### config.mk
export PLATFORM = sky130hd
export DESIGN_NAME = fa_phase_ctrl
export DESIGN_NICKNAME = d
export VERILOG_FILES = /design/src/rtl/fa_pkg.sv /design/src/rtl/fa_frac_acc.sv /design/src/rtl/fa_lfsr.sv /design/src/rtl/fa_carry_shuffle.sv /design/src/rtl/fa_int_acc.sv /design/src/rtl/fa_phase_ctrl.sv
export SDC_FILE = /design/constraint.sdc
export NUM_CORES = 1
export LEC_CHECK = 0
export BUFFER_PORTS_ARGS = -buffer_cell sky130_fd_sc_hd__buf_2
export CAP_MARGIN = 30
export CORE_ASPECT_RATIO = 1.25
export CORE_UTILIZATION = 50
export CTS_CLUSTER_DIAMETER = 80
export CTS_CLUSTER_SIZE = 24
export DETAILED_ROUTE_END_ITERATION = 10
export PLACE_DENSITY = 0.68
export SLEW_MARGIN = 20
export SYNTH_ARGS = -nofsm -noshare
export SYNTH_HDL_FRONTEND = slang
export SYNTH_SLANG_ARGS = --single-unit
export TNS_END_PERCENT = 5
### constraint.sdc
create_clock -name clk -period 5 [get_ports clk]
set_clock_uncertainty 0.05 [all_clocks]
set_input_delay 0 -clock clk [delete_from_list [all_inputs] [get_ports clk]]
set_output_delay 0 -clock clk [all_outputs]
set_load 0.01 [all_outputs]
### src/rtl/fa_pkg.sv
package fa_pkg;
  localparam int DEF_PHASE_BITS = 3;
  localparam int DEF_FRAC_BITS  = 5;
  localparam int DEF_BLOCK_LOG  = 3;
  localparam int DEF_LFSR_W     = 8;
  localparam logic [7:0] DEF_LFSR_TAPS = 8'hB8;
  localparam logic [7:0] DEF_LFSR_SEED = 8'h5A;
endpackage

### src/rtl/fa_frac_acc.sv
module fa_frac_acc #(
  parameter int FRAC_BITS = fa_pkg::DEF_FRAC_BITS
) (
  input  logic                 clk,
  input  logic                 rst_n,
  input  logic                 adv,
  input  logic [FRAC_BITS-1:0] frac_word,
  output logic                 carry
);
  logic [FRAC_BITS-1:0] frac_q, frac_d;
  logic [FRAC_BITS:0]   sum;

  always_comb begin
    sum    = {1'b0, frac_q} + {1'b0, frac_word};
    carry  = sum[FRAC_BITS];
    frac_d = frac_q;
    if (adv) frac_d = sum[FRAC_BITS-1:0];
  end

  always_ff @(posedge clk or negedge rst_n) begin
    if (!rst_n) frac_q <= '0;
    else        frac_q <= frac_d;
  end
endmodule

### src/rtl/fa_lfsr.sv
module fa_lfsr #(
  parameter int              WIDTH = fa_pkg::DEF_LFSR_W,
  parameter logic [WIDTH-1:0] TAPS = WIDTH'(fa_pkg::DEF_LFSR_TAPS),
  parameter logic [WIDTH-1:0] SEED = WIDTH'(fa_pkg::DEF_LFSR_SEED)
) (
  input  logic             clk,
  input  logic             rst_n,
  input  logic             step,
  output logic [WIDTH-1:0] state
);
  logic [WIDTH-1:0] state_d;

  always_comb begin
    state_d = state;
    if (step) state_d = {state[WIDTH-2:0], ^(state & TAPS)};
  end

  always_ff @(posedge clk or negedge rst_n) begin
    if (!rst_n) state <= SEED;
    else        state <= state_d;
  end
endmodule

### src/rtl/fa_carry_shuffle.sv
module fa_carry_shuffle #(
  parameter int BLOCK_LOG = fa_pkg::DEF_BLOCK_LOG,
  parameter int LFSR_W    = fa_pkg::DEF_LFSR_W
) (
  input  logic clk,
  input  logic rst_n,
  input  logic adv,
  input  logic enable,
  input  logic carry_in,
  output logic carry_out
);
  localparam int BLOCK = 1 << BLOCK_LOG;

  logic [BLOCK_LOG-1:0] cnt_q, cnt_d;
  logic [BLOCK_LOG-1:0] start_q, start_d;
  logic [BLOCK_LOG-1:0] stride_q, stride_d;
  logic [BLOCK_LOG-1:0] slot;
  logic [BLOCK-1:0]     coll_q, coll_d, coll_set;
  logic [BLOCK-1:0]     rel_q, rel_d;
  logic [LFSR_W-1:0]    lfsr_state;
  logic                 block_end;
  logic                 lfsr_step;

  fa_lfsr #(.WIDTH(LFSR_W)) u_lfsr (
    .clk   (clk),
    .rst_n (rst_n),
    .step  (lfsr_step),
    .state (lfsr_state)
  );

  assign block_end = &cnt_q;
  assign lfsr_step = enable && adv && block_end;
  assign slot      = start_q + cnt_q * stride_q;
  assign carry_out = enable ? rel_q[slot] : carry_in;

  always_comb begin
    coll_set       = coll_q;
    coll_set[cnt_q] = carry_in;
    cnt_d    = cnt_q;
    coll_d   = coll_q;
    rel_d    = rel_q;
    start_d  = start_q;
    stride_d = stride_q;
    if (!enable) begin
      cnt_d    = '0;
      coll_d   = '0;
      rel_d    = '0;
      start_d  = '0;
      stride_d = BLOCK_LOG'(1);
    end else if (adv) begin
      cnt_d  = cnt_q + 1'b1;
      coll_d = coll_set;
      if (block_end) begin
        rel_d    = coll_set;
        coll_d   = '0;
        start_d  = lfsr_state[BLOCK_LOG-1:0] ^ lfsr_state[LFSR_W-1 -: BLOCK_LOG];
        stride_d = {lfsr_state[BLOCK_LOG +: BLOCK_LOG-1], 1'b1};
      end
    end
  end

  always_ff @(posedge clk or negedge rst_n) begin
    if (!rst_n) begin
      cnt_q    <= '0;
      coll_q   <= '0;
      rel_q    <= '0;
      start_q  <= '0;
      stride_q <= BLOCK_LOG'(1);
    end else begin
      cnt_q    <= cnt_d;
      coll_q   <= coll_d;
      rel_q    <= rel_d;
      start_q  <= start_d;
      stride_q <= stride_d;
    end
  end

  // Checker state: ones released so far in the current block.
  logic [BLOCK_LOG:0] rel_ones_q;
  always_ff @(posedge clk or negedge rst_n) begin
    if (!rst_n)                   rel_ones_q <= '0;
    else if (!enable)             rel_ones_q <= '0;
    else if (adv && block_end)    rel_ones_q <= '0;
    else if (adv)                 rel_ones_q <= rel_ones_q + {{BLOCK_LOG{1'b0}}, carry_out};
  end

  AST_BLOCK_CONSERVE: assert property (@(posedge clk) disable iff (!rst_n)
    (enable && adv && block_end) |->
      (int'(rel_ones_q) + int'(carry_out) == $countones(rel_q)));
endmodule

### src/rtl/fa_int_acc.sv
module fa_int_acc #(
  parameter int PHASE_BITS = fa_pkg::DEF_PHASE_BITS
) (
  input  logic                  clk,
  input  logic                  rst_n,
  input  logic                  adv,
  input  logic [PHASE_BITS-1:0] int_word,
  input  logic                  carry,
  output logic [PHASE_BITS-1:0] int_q
);
  logic [PHASE_BITS-1:0] int_d;

  always_comb begin
    int_d = int_q;
    if (adv) int_d = int_q + int_word + PHASE_BITS'(carry);
  end

  always_ff @(posedge clk or negedge rst_n) begin
    if (!rst_n) int_q <= '0;
    else        int_q <= int_d;
  end
endmodule

### src/rtl/fa_phase_ctrl.sv
module fa_phase_ctrl #(
  parameter int PHASE_BITS = fa_pkg::DEF_PHASE_BITS,
  parameter int FRAC_BITS  = fa_pkg::DEF_FRAC_BITS,
  parameter int BLOCK_LOG  = fa_pkg::DEF_BLOCK_LOG,
  parameter int LFSR_W     = fa_pkg::DEF_LFSR_W
) (
  input  logic                  clk,
  input  logic                  rst_n,
  input  logic                  adv,
  input  logic [PHASE_BITS-1:0] int_word,
  input  logic [FRAC_BITS-1:0]  frac_word,
  input  logic                  shuffle_en,
  output logic [PHASE_BITS-1:0] phase_sel,
  output logic                  sq_out
);
  logic frac_carry;
  logic int_carry;
  logic sq_d;

  fa_frac_acc #(.FRAC_BITS(FRAC_BITS)) u_frac (
    .clk       (clk),
    .rst_n     (rst_n),
    .adv       (adv),
    .frac_word (frac_word),
    .carry     (frac_carry)
  );

  fa_carry_shuffle #(.BLOCK_LOG(BLOCK_LOG), .LFSR_W(LFSR_W)) u_shuffle (
    .clk       (clk),
    .rst_n     (rst_n),
    .adv       (adv),
    .enable    (shuffle_en),
    .carry_in  (frac_carry),
    .carry_out (int_carry)
  );

  fa_int_acc #(.PHASE_BITS(PHASE_BITS)) u_int (
    .clk      (clk),
    .rst_n    (rst_n),
    .adv      (adv),
    .int_word (int_word),
    .carry    (int_carry),
    .int_q    (phase_sel)
  );

  always_comb begin
    sq_d = sq_out;
    if (adv) sq_d = ~sq_out;
  end

  always_ff @(posedge clk or negedge rst_n) begin
    if (!rst_n) sq_out <= 1'b0;
    else        sq_out <= sq_d;
  end

  AST_HOLD_IDLE: assert property (@(posedge clk) disable iff (!rst_n)
    !adv |=> ($stable(phase_sel) && $stable(sq_out)));

  AST_TOGGLE: assert property (@(posedge clk) disable iff (!rst_n)
    adv |=> (sq_out != $past(sq_out)));

  AST_NATURAL_ORDER: assert property (@(posedge clk) disable iff (!rst_n)
    (adv && !shuffle_en) |=>
      (phase_sel == PHASE_BITS'($past(phase_sel) + $past(int_word)
                                + PHASE_BITS'($past(frac_carry)))));

  AST_STEP_RANGE: assert property (@(posedge clk) disable iff (!rst_n)
    (adv && shuffle_en) |=>
      (PHASE_BITS'(phase_sel - $past(phase_sel) - $past(int_word)) <= PHASE_BITS'(1)));
endmodule

==> results.md <==
| Result | Reported |
|---|---|
| Run status | finished clean |
| Reported max-cap violation count | 0 |
| Number of distinct library cells after synthesis | 34 |
| Cell Area, Synth | 0.00225 mm^2 |
| CTS tree | yes |
| Post-CTS sizing | 0 |
| Total gr overflow | 0 |
| CTS H-Tree Depth | 2 |
| NetSw | 0.290 mW |
| Shortest clock period the worst path allows after layout | 3.75 ns |
| Clock buffers created by TritonCTS | 5 |
| Worst Slack Setup Final | 1.25 ns |
| VDD IR max | 0.236 mV |
| Number of antenna violations at the first check in global routing | 0 |
| Setup Buffers After CTS | 0 |
| Category of the worst setup path capture point | flip-flop |
| Portion of total power attributed to the clock network | 24.1% |
| Cts hold-fix bufs | 4 |
| Die area | 0.00477 mm^2 |
| Combinational family with the most area after synthesis | compound AO/OA/AOI/OAI gates |
| Number of global-route vias before repair | 1,556 |
| Final Net Count | 254 |
| Commonest cells after routing, fill and taps aside | 43 x nand2_1, 37 x dfrtp_1, 16 x o31ai_1, 15 x buf_2, 14 x xnor2_1 |
| Worst r2r src | u_shuffle.cnt_q[0] |
| Crit share post-route | 74.9% |
| Utilization of the core after routing | 59.2% |
| Synthesized-area fraction occupied by ao, oa, aoi and oai cells | 13.4% |
| Clock latency reported for the late side of the worst-skew pair | 0.30 ns |
| Proportion of total power due to net switching | 32.6% |
| Simple logic cell fraction of the synthesized area | 13.0% |
| CTS Root Cell | clkbuf_8 |
| Register-to-register setup slack | 1.25 ns |
| CP Launch Type | flip-flop |
| Number of hold violations in the final report | 0 |
| Reg power frac | 46.0% |
| Setup TNS Final | 0 ns |
| Number of flops mapped to enable cells by yosys | 0 |
| Mean area per synthesized cell | 10.5 um^2 |
| Largest net degree at the start of global routing | 42 |
| Post-detailed-route wirelength per cell | 15.2 um |
| Largest driver fanout on the critical path | 16 |
| Critical path data required time | 5.13 ns |
| Initial core utilization | 53.5% |
| Post-detailed-route via-to-cell ratio | 5.64 |
| DRC violation count after routing | 0 |
| Power per cell area | 357 mW/mm^2 |
| Worst hold-check slack | 0.0231 ns |
| Category of the most critical setup path | flip-flop to flip-flop |
| Share of synthesized cell area in full adder, half adder and majority cells | 8.80% |
| Vias after detailed routing | 1,606 |
| Last element of the critical path | u_int.int_q[2] |
| Setup repair after global routing missed its margin | no |
| Num ports | 16 |
| Worst r2r path cells | 14 |
| Multiplexer share of the synthesized area | 7.24% |
| Placement-stage worst setup slack | 1.27 ns |
| CP arrival | 3.87 ns |
| Commonest non-fill, non-tap cell in the layout | nand2_1 |
| Clock sink total | 41 |
| Path class of the lowest-slack min-delay path | input port to asynchronous set/reset pin |
| Die width | 61.9 um |
| Destination of the worst register-to-register timing path | u_int.int_q[2] |
| Number of cells produced by synthesis | 213 |
| Pleak | 1.18 nW |
| Antenna Nets Post-Route | 0 |
| Placed instance area | 0.00234 mm^2 |
| Antenna diode count | 0 |
| Routability congestion estimate from global placement | 0.753 |
| Worst-path clk slew | 0.08 ns |
| First-pass GRT wire length | 7.42 mm |
| Yosys reg bits | 41 |
| XOR/XNOR share of the synthesized area | 7.63% |
| Fraction of layout cells with a size suffix above 1 | 17.0% |
| Proportion of power drawn by combinational gates | 29.9% |
| Half-perimeter wire length of the detailed placement result | 2.89 mm |
| Total wire length after detailed routing | 4.33 mm |
| Max Clk Rate | 267 MHz |
| Global routing usage summed across all routing layers | 21.0% |
| Post-route standard cell area excluding fillers | 0.00249 mm^2 |
| Max-slew violation total from the final report | 0 |
| Num rows | 26 |
| Critical path startpoint | u_shuffle.cnt_q[0] |
| Most used flip-flop cell after synthesis | dfrtp_1 |
| Number of input and output port buffers inserted | 15 |
| Height of the chip | 76.9 um |
| Worst slew margin relative to its limit | 46.9% |
| Worst Tran Pin Value | 0.794 ns |
| Internal power summed over all cells | 0.598 mW |
| Total setup violations reported at the end of the flow | 0 |
| Post-synth ARST share | 100% |
| Syn Nets | 239 |
| Number of design-rule violations left by the first detailed-router iteration | 78 |
| Part of the Yosys area used for sequential elements | 45.9% |
| Total number of yosys warnings | 0 |
| Placeable core region | 0.00420 mm^2 |
| Area added between synthesis and finish | 10.7% |
| Number of iterations in the first detailed-routing pass | 5 |
| Maximum root-to-sink buffer count | 2 |
==> power by group through the flow <==
| stage | logic, mW | registers [mW] | clock network (mW) |
|---|---|---|---|
| floorplan | 0.202 | 0.414 | 0 |
| global placement | 0.255 | 0.414 | 0 |
| detailed placement | 0.265 | 0.414 | 0 |
| CTS | 0.268 | 0.409 | 0.218 |
| global route | 0.302 | 0.415 | 0.233 |
| finish | 0.265 | 0.408 | 0.214 |
==> registers in the layout, summed over array words and instances, names as in the netlist <==
register	cells
u_shuffle.coll_q	8
u_shuffle.rel_q	8
u_shuffle.u_lfsr.state	8
u_frac.frac_q	5
u_int.int_q	3
u_shuffle.cnt_q	3
u_shuffle.start_q	3
u_shuffle.stride_q	2
sq_out	1
==> kinds of logic (layout without fill, tap and decap cells) <==
family,count (synthesis),count (layout)
buf+inv,21,37
mux,13,13
fa+ha+maj,14,14
simple gates,64,64
xor+xnor,18,18
compound gates,42,42
flops,41,41
==> per-stage QoR <==
stage	instances	power [mW]
detailed placement	272	0.679
global route	285	0.951
global placement	271	0.669
CTS	284	0.895
floorplan	213	0.615
finish	285	0.888
==> worst min path at each step <==
stage	start	endpoint	cells past startpoint
finish	rst_n	u_shuffle.cnt_q[2]	2
global placement	rst_n	u_shuffle.cnt_q[2]	1
floorplan	rst_n	sq_out	0
global route	rst_n	u_shuffle.coll_q[1]	2
CTS	int_word[0]	u_int.int_q[0]	3
detailed placement	rst_n	u_shuffle.cnt_q[2]	1
==> critical path: stages (launching register included) <==
cell     delay (ns)
dfrtp_1        0.55
and2_1         0.25
ha_1           0.27
ha_1           0.27
ha_1           0.20
xnor2_1        0.13
xnor2_1        0.19
xnor3_1        0.25
mux2i_1        0.17
mux2i_1        0.12
fa_1           0.40
fa_1           0.38
xor2_1         0.16
nand2_1        0.08
xnor2_1        0.15
==> Yosys cell counts (all sizes together) (2+ instances only) <==
library cell	n	share of area, %
a21oi	3	1.2
xnor2	14	5.5
fa	3	2.7
dfstp	4	4.7
dfrtp	37	41
mux2	6	3.0
nor2	2	0.33
clkbuf	7	1.2
o21ai	11	2.5
nand2	43	7.2
o31ai	16	5.3
nand2b	2	0.56
nand3b	4	1.3
mux2i	5	2.2
xor2	3	1.2
mux4	2	2.0
buf	6	1.4
a32oi	8	3.1
nand3	2	0.45
inv	8	1.3
and2	4	1.1
a21o	2	0.67
nor2b	2	0.56
ha	11	6.1
==> routing by layer <==
layer / global-route usage, % / up-vias / share of wire, %
met5: 0 / - / 0
met4: 6.00 / 0 / 0.62
met3: 4.55 / 6 / 5.0
met2: 30.4 / 49 / 49
met1: 31.4 / 786 / 45
li1: - / 765 / -
==> final cells by class <==
class,instances,area (um^2)
fill,349,1710
multi-input combinational,151,1130
sequential,41,1030
timing repair buffer,21,143
tap,56,70.1
clock buffer,5,68.8
inverter,8,30.0
clock inverter,3,17.5
Power figures use the tool's default switching activity.
